**src/rtl/pwm_grp_pkg.sv**
```systemverilog
package pwm_grp_pkg;
  typedef enum logic {
    ALIGN_EDGE   = 1'b0,
    ALIGN_CENTER = 1'b1
  } align_e;
endpackage

```
**src/rtl/pwm_grp_ctrl.sv**
```systemverilog
// Group membership and enable/disable sequencing.
module pwm_grp_ctrl #(
  parameter int NCH = 4
)(
  input  logic           clk,
  input  logic           rst,
  input  logic [NCH-1:0] en_cmd,
  input  logic [NCH-1:0] dis_cmd,
  input  logic           sync_we,
  input  logic [NCH-1:0] sync_wdata,
  output logic [NCH-1:0] en_q,
  output logic [NCH-1:0] en_nxt,
  output logic [NCH-1:0] sync_eff,
  output logic [NCH-1:0] clr,
  output logic [NCH-1:0] ld
);
  logic [NCH-1:0] sync_q;
  logic           grp_on, grp_off;

  assign grp_on  = en_cmd[0];
  assign grp_off = dis_cmd[0];

  // channel 0 joins implicitly as soon as any other channel is a member
  always_comb begin
    sync_eff    = sync_q;
    sync_eff[0] = sync_q[0] | (|sync_q[NCH-1:1]);
  end

  always_comb begin
    for (int i = 0; i < NCH; i++) begin
      if (dis_cmd[i] || (grp_off && sync_eff[i]))
        en_nxt[i] = 1'b0;
      else if (en_cmd[i] || (grp_on && sync_eff[i]))
        en_nxt[i] = 1'b1;
      else
        en_nxt[i] = en_q[i];
      // group start from idle: every member restarts from zero together
      clr[i] = en_nxt[i] && sync_eff[i] && grp_on && !en_q[0];
      // late joiner while the group runs: copy channel 0's next state
      ld[i]  = (i != 0) && en_nxt[i] && !en_q[i] && sync_eff[i]
               && en_q[0] && en_nxt[0];
    end
  end

  always_ff @(posedge clk) begin
    if (rst) begin
      en_q   <= '0;
      sync_q <= '0;
    end else begin
      en_q <= en_nxt;
      if (sync_we) begin
        for (int i = 0; i < NCH; i++)
          if (!en_q[i]) sync_q[i] <= sync_wdata[i];
      end
    end
  end
endmodule

```
**src/rtl/pwm_grp_regs.sv**
```systemverilog
// Live settings, holding registers and the unlock/transfer logic.
module pwm_grp_regs #(
  parameter  int NCH = 4,
  parameter  int CW  = 8,
  parameter  int PW  = 4,
  localparam int CHW = (NCH > 1) ? $clog2(NCH) : 1
)(
  input  logic                     clk,
  input  logic                     rst,
  input  logic                     cfg_we,
  input  logic [CHW-1:0]           cfg_ch,
  input  logic [PW-1:0]            cfg_pre,
  input  logic [CW-1:0]            cfg_prd,
  input  logic                     cfg_align,
  input  logic [CW-1:0]            cfg_dty,
  input  logic [CW-1:0]            cfg_dt,
  input  logic                     upd_we,
  input  logic [CHW-1:0]           upd_ch,
  input  logic [CW-1:0]            upd_prd,
  input  logic [CW-1:0]            upd_dty,
  input  logic [CW-1:0]            upd_dt,
  input  logic                     unlock_set,
  input  logic                     boundary,
  input  logic [NCH-1:0]           member,
  output logic [NCH-1:0][PW-1:0]   pre_a,
  output logic [NCH-1:0][CW-1:0]   prd_a,
  output logic [NCH-1:0]           align_a,
  output logic [NCH-1:0][CW-1:0]   dty_a,
  output logic [NCH-1:0][CW-1:0]   dt_a,
  output logic                     unlock_q
);
  logic [NCH-1:0][CW-1:0] hold_prd, hold_dty, hold_dt;

  always_ff @(posedge clk) begin
    if (rst) begin
      pre_a    <= '0;
      prd_a    <= '0;
      align_a  <= '0;
      dty_a    <= '0;
      dt_a     <= '0;
      hold_prd <= '0;
      hold_dty <= '0;
      hold_dt  <= '0;
      unlock_q <= 1'b0;
    end else begin
      if (cfg_we) begin
        pre_a[cfg_ch]   <= cfg_pre;
        prd_a[cfg_ch]   <= cfg_prd;
        align_a[cfg_ch] <= cfg_align;
        dty_a[cfg_ch]   <= cfg_dty;
        dt_a[cfg_ch]    <= cfg_dt;
      end
      if (upd_we) begin
        hold_prd[upd_ch] <= upd_prd;
        hold_dty[upd_ch] <= upd_dty;
        hold_dt[upd_ch]  <= upd_dt;
      end
      if (unlock_q && boundary) begin
        for (int i = 0; i < NCH; i++) begin
          if (member[i]) begin
            prd_a[i] <= hold_prd[i];
            dty_a[i] <= hold_dty[i];
            dt_a[i]  <= hold_dt[i];
          end
        end
        unlock_q <= 1'b0;
      end
      if (unlock_set) unlock_q <= 1'b1;
    end
  end
endmodule

```
**src/rtl/pwm_chan_ctr.sv**
```systemverilog
// One channel: prescaler, edge/center counter and output compare.
module pwm_chan_ctr
  import pwm_grp_pkg::*;
#(
  parameter int CW = 8,
  parameter int PW = 4
)(
  input  logic          clk,
  input  logic          rst,
  input  logic          en_q,
  input  logic          en_nxt,
  input  logic          clr,
  input  logic          ld,
  input  logic [PW-1:0] ld_pc,
  input  logic [CW-1:0] ld_cnt,
  input  logic          ld_dir,
  input  logic [PW-1:0] pre,
  input  logic [CW-1:0] prd,
  input  align_e        align,
  input  logic [CW-1:0] dty,
  input  logic [CW-1:0] dt,
  output logic [CW-1:0] cnt_q,
  output logic [PW-1:0] nx_pc,
  output logic [CW-1:0] nx_cnt,
  output logic          nx_dir,
  output logic          bnd,
  output logic          pwm_h,
  output logic          pwm_l
);
  localparam logic [CW-1:0] ONE_C = CW'(1);
  localparam logic [PW-1:0] ONE_P = PW'(1);

  logic [PW-1:0] pc_q, adv_pc;
  logic [CW-1:0] adv_cnt;
  logic          dir_q, adv_dir, wrap;   // dir 1 = counting down

  always_comb begin
    adv_pc  = pc_q;
    adv_cnt = cnt_q;
    adv_dir = dir_q;
    wrap    = 1'b0;
    if (en_q) begin
      if (pc_q >= pre) begin
        adv_pc = '0;
        if (align == ALIGN_EDGE) begin
          adv_dir = 1'b0;
          if (cnt_q >= prd) begin
            adv_cnt = '0;
            wrap    = 1'b1;
          end else begin
            adv_cnt = cnt_q + ONE_C;
          end
        end else if (dir_q || (cnt_q >= prd)) begin
          if (cnt_q <= ONE_C) begin
            adv_cnt = '0;
            adv_dir = 1'b0;
            wrap    = 1'b1;
          end else begin
            adv_cnt = cnt_q - ONE_C;
            adv_dir = 1'b1;
          end
        end else begin
          adv_cnt = cnt_q + ONE_C;
        end
      end else begin
        adv_pc = pc_q + ONE_P;
      end
    end
  end

  always_comb begin
    if (!en_nxt || clr) begin
      nx_pc  = '0;
      nx_cnt = '0;
      nx_dir = 1'b0;
    end else if (ld) begin
      nx_pc  = ld_pc;
      nx_cnt = ld_cnt;
      nx_dir = ld_dir;
    end else begin
      nx_pc  = adv_pc;
      nx_cnt = adv_cnt;
      nx_dir = adv_dir;
    end
  end

  assign bnd = wrap && en_nxt;

  always_ff @(posedge clk) begin
    if (rst) begin
      pc_q  <= '0;
      cnt_q <= '0;
      dir_q <= 1'b0;
      pwm_h <= 1'b0;
      pwm_l <= 1'b0;
    end else begin
      pc_q  <= nx_pc;
      cnt_q <= nx_cnt;
      dir_q <= nx_dir;
      pwm_h <= en_q && (cnt_q >= dt) && (cnt_q < dty);
      pwm_l <= en_q && ({1'b0, cnt_q} >= ({1'b0, dty} + {1'b0, dt}));
    end
  end
endmodule

```
**src/rtl/pwm_sync_group.sv**
```systemverilog
module pwm_sync_group
  import pwm_grp_pkg::*;
#(
  parameter  int NCH = 4,
  parameter  int CW  = 8,
  parameter  int PW  = 4,
  localparam int CHW = (NCH > 1) ? $clog2(NCH) : 1
)(
  input  logic              clk,
  input  logic              rst,
  input  logic [NCH-1:0]    en_cmd,
  input  logic [NCH-1:0]    dis_cmd,
  input  logic              sync_we,
  input  logic [NCH-1:0]    sync_wdata,
  input  logic              cfg_we,
  input  logic [CHW-1:0]    cfg_ch,
  input  logic [PW-1:0]     cfg_pre,
  input  logic [CW-1:0]     cfg_prd,
  input  logic              cfg_align,
  input  logic [CW-1:0]     cfg_dty,
  input  logic [CW-1:0]     cfg_dt,
  input  logic              upd_we,
  input  logic [CHW-1:0]    upd_ch,
  input  logic [CW-1:0]     upd_prd,
  input  logic [CW-1:0]     upd_dty,
  input  logic [CW-1:0]     upd_dt,
  input  logic              unlock_set,
  output logic [NCH-1:0]    ch_en,
  output logic [NCH-1:0]    member,
  output logic [NCH*CW-1:0] cnt_flat,
  output logic [NCH-1:0]    pwm_h,
  output logic [NCH-1:0]    pwm_l,
  output logic              unlock
);
  logic [NCH-1:0]          en_q, en_nxt, sync_eff, clr, ld, bnd;
  logic [NCH-1:0][PW-1:0]  pre_a, nx_pc;
  logic [NCH-1:0][CW-1:0]  prd_a, dty_a, dt_a, cnt_a, nx_cnt;
  logic [NCH-1:0]          align_a, nx_dir;
  logic                    unlock_q;

  pwm_grp_ctrl #(.NCH(NCH)) u_ctrl (
    .clk(clk), .rst(rst), .en_cmd(en_cmd), .dis_cmd(dis_cmd),
    .sync_we(sync_we), .sync_wdata(sync_wdata),
    .en_q(en_q), .en_nxt(en_nxt), .sync_eff(sync_eff), .clr(clr), .ld(ld)
  );

  pwm_grp_regs #(.NCH(NCH), .CW(CW), .PW(PW)) u_regs (
    .clk(clk), .rst(rst),
    .cfg_we(cfg_we), .cfg_ch(cfg_ch), .cfg_pre(cfg_pre), .cfg_prd(cfg_prd),
    .cfg_align(cfg_align), .cfg_dty(cfg_dty), .cfg_dt(cfg_dt),
    .upd_we(upd_we), .upd_ch(upd_ch), .upd_prd(upd_prd), .upd_dty(upd_dty),
    .upd_dt(upd_dt), .unlock_set(unlock_set), .boundary(bnd[0]),
    .member(sync_eff),
    .pre_a(pre_a), .prd_a(prd_a), .align_a(align_a), .dty_a(dty_a),
    .dt_a(dt_a), .unlock_q(unlock_q)
  );

  for (genvar i = 0; i < NCH; i++) begin : g_ch
    logic [PW-1:0] pre_e;
    logic [CW-1:0] prd_e;
    align_e        align_e_sel;

    // members take channel 0's timing fields instead of their own
    assign pre_e       = sync_eff[i] ? pre_a[0] : pre_a[i];
    assign prd_e       = sync_eff[i] ? prd_a[0] : prd_a[i];
    assign align_e_sel = align_e'(sync_eff[i] ? align_a[0] : align_a[i]);

    pwm_chan_ctr #(.CW(CW), .PW(PW)) u_ctr (
      .clk(clk), .rst(rst), .en_q(en_q[i]), .en_nxt(en_nxt[i]),
      .clr(clr[i]), .ld(ld[i]),
      .ld_pc(nx_pc[0]), .ld_cnt(nx_cnt[0]), .ld_dir(nx_dir[0]),
      .pre(pre_e), .prd(prd_e), .align(align_e_sel),
      .dty(dty_a[i]), .dt(dt_a[i]),
      .cnt_q(cnt_a[i]), .nx_pc(nx_pc[i]), .nx_cnt(nx_cnt[i]),
      .nx_dir(nx_dir[i]), .bnd(bnd[i]),
      .pwm_h(pwm_h[i]), .pwm_l(pwm_l[i])
    );

    assign cnt_flat[i*CW +: CW] = cnt_a[i];
  end

  // next-state taps of channels 1..NCH-1 have no reader
  logic unused_taps;
  assign unused_taps = ^{bnd[NCH-1:1], nx_pc[NCH-1:1], nx_cnt[NCH-1:1],
                         nx_dir[NCH-1:1]};

  assign ch_en  = en_q;
  assign member = sync_eff;
  assign unlock = unlock_q;
endmodule

```
**config.mk**
```make
export PLATFORM = sky130hd
export DESIGN_NAME = pwm_sync_group
export DESIGN_NICKNAME = d
export VERILOG_FILES = /design/src/rtl/pwm_grp_pkg.sv /design/src/rtl/pwm_grp_ctrl.sv /design/src/rtl/pwm_grp_regs.sv /design/src/rtl/pwm_chan_ctr.sv /design/src/rtl/pwm_sync_group.sv
export SDC_FILE = /design/constraint.sdc
export NUM_CORES = 1
export LEC_CHECK = 0
export CAP_MARGIN = 30
export CORE_ASPECT_RATIO = 2
export CORE_UTILIZATION = 35
export DETAILED_ROUTE_END_ITERATION = 8
export PLACE_DENSITY = 0.49
export SYNTH_ARGS = -nofsm -noshare
export SYNTH_HDL_FRONTEND = slang
export SYNTH_SLANG_ARGS = --single-unit
```
**constraint.sdc**
```tcl
create_clock -name clk -period 4.9 [get_ports clk]
set_input_delay 0.735 -clock clk [delete_from_list [all_inputs] [get_ports clk]]
set_output_delay 0.735 -clock clk [all_outputs]
set_load 0.05 [all_outputs]
```
==> metrics.md <==
| Metric | Value |
|---|---|
| TritonRoute pass-1 iters | `5` |
| Logic pwr share | `0.131` |
| DP Wirelength | `between 40 and 50 mm` |
| Clock Latency Late Sink | `~0.60 ns` |
| Max Clock Freq | `251.0 MHz` |
| Total CTS buffers | `29` |
| Crit path cell chain | `inv_1, ha_1, nand2b_4, a2111o_1, a2111oi_4, nor2_1, nor2_1, o21ai_0, a32oi_1, o22ai_1` |
| Final period util | `0.8130` |
| Worst path bufs/invs | `1` |
| Synth warnings | `0` |
| Switching pwr | `1.565 mW` |
| Gr ovfl total | `0` |
| CTS tree | `yes` |
| Critical Path Source Type | `flip-flop` |
| Top_reg_cell synth | `dfxtp_1` |
| Min Tclk post-route | `approximately 4 ns` |
| Top cell by count, worst path | `nor2_1` |
| Switching share of power | `0.2767` |
| Post-synth top cells | `nand2_1 (313), dfxtp_1 (281), nor2_1 (229)` |
| Post-Syn Nets | `roughly 2400` |
| Proportion of synthesized area in mux cells | `0.06295` |
| Syn Inst Count | `2155` |
| Maximum vdd drop | `0.2188 mV` |
| Crit path DAT | `4.43 ns` |
| Final Setup Violations | `0` |
| Vias/cell | `5.454` |
| Core Util, Final | `0.4119` |
| # Max-Cap Violations | `0` |
| Worst rel slew slack | `0.3445` |
| Pwr dens | `~280 nW/um^2` |
| Antenna Cells | `0` |
| Routed length per placed instance | `approximately 22 um` |
| Finished Layout Cells | `2881` |
| RSZ-0062 raised after global routing | `false` |
| Post_cts resized | `0` |
| Mapped Avg Cell Area | `8.052 sq um` |
| DIE WIDTH | `159.4 um` |
| Register area | `5625 sq um` |
| Synth Area in Compound Gates | `0.2185` |
| NumNets Final | `2483` |
| Post-Synth Simple-Gate Area | `0.1863` |
| CP Capture Type | `flip-flop` |
| Number of flops mapped to enable cells by yosys | `0` |
| Clk sinks | `281` |
| Clock Tree Root | `clkbuf_16` |
| Most frequent cell after synthesis | `nand2_1` |
| Row cnt | `115` |
| Crit path max-delay family | `compound AO/OA/AOI/OAI gates` |
| Cell area after synthesis | `17350 sq um` |
| Setup Buffers After CTS | `0` |
| Sequential share of power | `0.427` |
| Post-synth ARST share | `0` |
| FILL cells | `around 5000` |
| Largest family of logic cells by synthesized area | `compound AO/OA/AOI/OAI gates` |
| Final Hold Viols | `0` |
| First-pass GRT wire length | `94.72 mm` |
| DRC | `0` |
| Actual slew at the worst max-slew pin | `0.9833 ns` |
| Largest net degree at the start of global routing | `159` |
| H-tree levels | `1` |
| Layout cells sized above 1 | `0.05675` |
| Clock transition at path regs | `approximately 0.07 ns` |
| Flops & latches, synth | `between 200 and 300` |
| DR vias | `roughly 16000` |
| Number of global-route vias before repair | `around 15000` |
| Cell variety after synth | `78` |
| Fin Setup TNS | `0 ns` |
| Die height | `316.9 um` |
| Sequential area share after synthesis | `0.3242` |
| DR iter-0 viols | `910` |
| Clock power share | `0.441` |
| Post-Place Cells | `about 2800` |
| Max Root-Sink Buffers | `3` |
| GRT Util Overall | `0.2483` |
| Clock Skew | `approximately 0.024 ns` |
| IO Pins | `approximately 120` |
| Final ANT Viol Nets | `0` |
| Critical-path maximum fanout | `10` |
| Worst Hold Class | `flip-flop to flip-flop` |
| CP max stage cell | `a32oi_1` |
| Static leakage | `roughly 8.1 nW` |
| P_int | `4.092 mW` |
| Synth top area cells | `dfxtp_1 (32%), ha_1 (14%), nand2_1 (6.8%)` |
| Status | `complete, no violations` |
| Area grow syn2layout | `16.47%` |
| Largest stage delay, worst path | `0.80 ns` |
| XOR/XNOR Fraction of Synth Area | `0.01312` |
| Hold_buf cts | `0` |
| Critical path class | `flip-flop to flip-flop` |
| Pins over their slew limit | `0` |
| Worst Path Required | `5.35 ns` |
| Initial Util | `0.3537` |
| Number of port buffers | `123` |
| Initial antenna violation count | `0` |
| Final Wtd Congestion | `0.9071` |
| Synth Area in Adders | `0.1402` |
| Share of Yosys cell area claimed by the top area cell type | `0.3242` |
| Core Region | `roughly 49000 sq um` |
| Die area | `50530 sq um` |
| Footprint of the multi-input gates | `10800 sq um` |
| Wire length after detailed routing | `63.74 mm` |
| Synth area leader | `dfxtp_1` |
## worst register-to-register path: cells and delay by family (launching register included)
family	cells	cell delay, ns
simple gates	3	0.57
fa+ha+maj	1	0.33
buf+inv	1	0.20
compound gates	5	2.17
flops	1	0.57
## cell type report
cell class | count | share of cell area
multi-input combinational | 1638 | 0.5343
sequential | 281 | 0.2783
timing repair buffer | 156 | 0.07497
tap | 643 | 0.03981
clock buffer | 32 | 0.03745
inverter | 110 | 0.02043
clock inverter | 21 | 0.01467
## worst paths after layout
kind	from	to	slack, ns	cells after the start
max	g_ch[0].u_ctr.cnt_q[0]	g_ch[2].u_ctr.cnt_q[5]	0.92	10
min	u_regs.hold_dty[12]	u_regs.hold_dty[12]	0.46	2
max reg2reg	g_ch[0].u_ctr.cnt_q[0]	g_ch[2].u_ctr.cnt_q[5]	0.92	10
min reg2reg	u_regs.hold_dty[12]	u_regs.hold_dty[12]	0.46	2
## placed cells by master (no fill, tap or decap), drive strengths merged, types with 28 or more instances in the layout
cell / instances
ha: 188
buf: 33
nand2: 313
a21o: 53
a211oi: 106
clkdlybuf4s50: 122
nand3: 28
nor2: 229
a21oi: 221
clkbuf: 32
mux2i: 99
nor3: 49
nand2b: 29
inv: 114
dfxtp: 281
o21ai: 59
## registers in the layout, indices dropped and copies added, names as in the netlist, 16 cells and up
name / cells
u_regs.hold_dt: 32
u_regs.hold_prd: 32
u_regs.pre_a: 16
u_regs.prd_a: 32
u_regs.hold_dty: 32
u_regs.dty_a: 32
u_regs.dt_a: 32
g_ch.u_ctr.pc_q: 16
g_ch.u_ctr.cnt_q: 32
## cells by family (layout without fill, tap and decap cells)
family,count (synthesis),after routing
and+or+nand+nor,736,736
xor gates and xnor gates,26,26
muxes,108,108
DFF,281,281
buffers and inverters,236,319
adders and majority gates,192,192
AOI/OAI and AO/OA,576,576
## through the flow
stage | hold WS, ns | instance area, sq um | power (mW) | setup slack [ns]
2_1_floorplan | 0.4338 | 17350 | 2.918 | 1.510
3_3_place_gp | 0.4424 | 19090 | 3.205 | 0.7175
3_5_place_dp | 0.4460 | 19140 | 3.210 | 0.8444
4_1_cts | 0.4553 | 20200 | 5.714 | 0.8239
5_1_grt | 0.4709 | 20210 | 5.865 | 0.6252
6_report | 0.4560 | 20210 | 5.657 | 0.9162
## metal layers
layer	routed length, um	share of wire	up-vias	global-route usage
met4	3450	0.054	0	0.1307
met5	0	0	-	0
li1	-	-	7757	-
met3	2144	0.034	108	0.01878
met1	25020	0.39	7407	0.2790
met2	33120	0.52	440	0.4657
## power by group through the flow
| stage | combinational [mW] | clock [mW] | sequential, mW |
|---|---|---|---|
| floorplan | 0.479 | 0 | 2.44 |
| CTS | 0.743 | 2.55 | 2.42 |
| finish | 0.743 | 2.50 | 2.42 |
| global placement | 0.733 | 0 | 2.47 |
| detailed placement | 0.738 | 0 | 2.47 |
| global route | 0.812 | 2.63 | 2.42 |
Note: power is estimated with default switching activity, not from simulation.
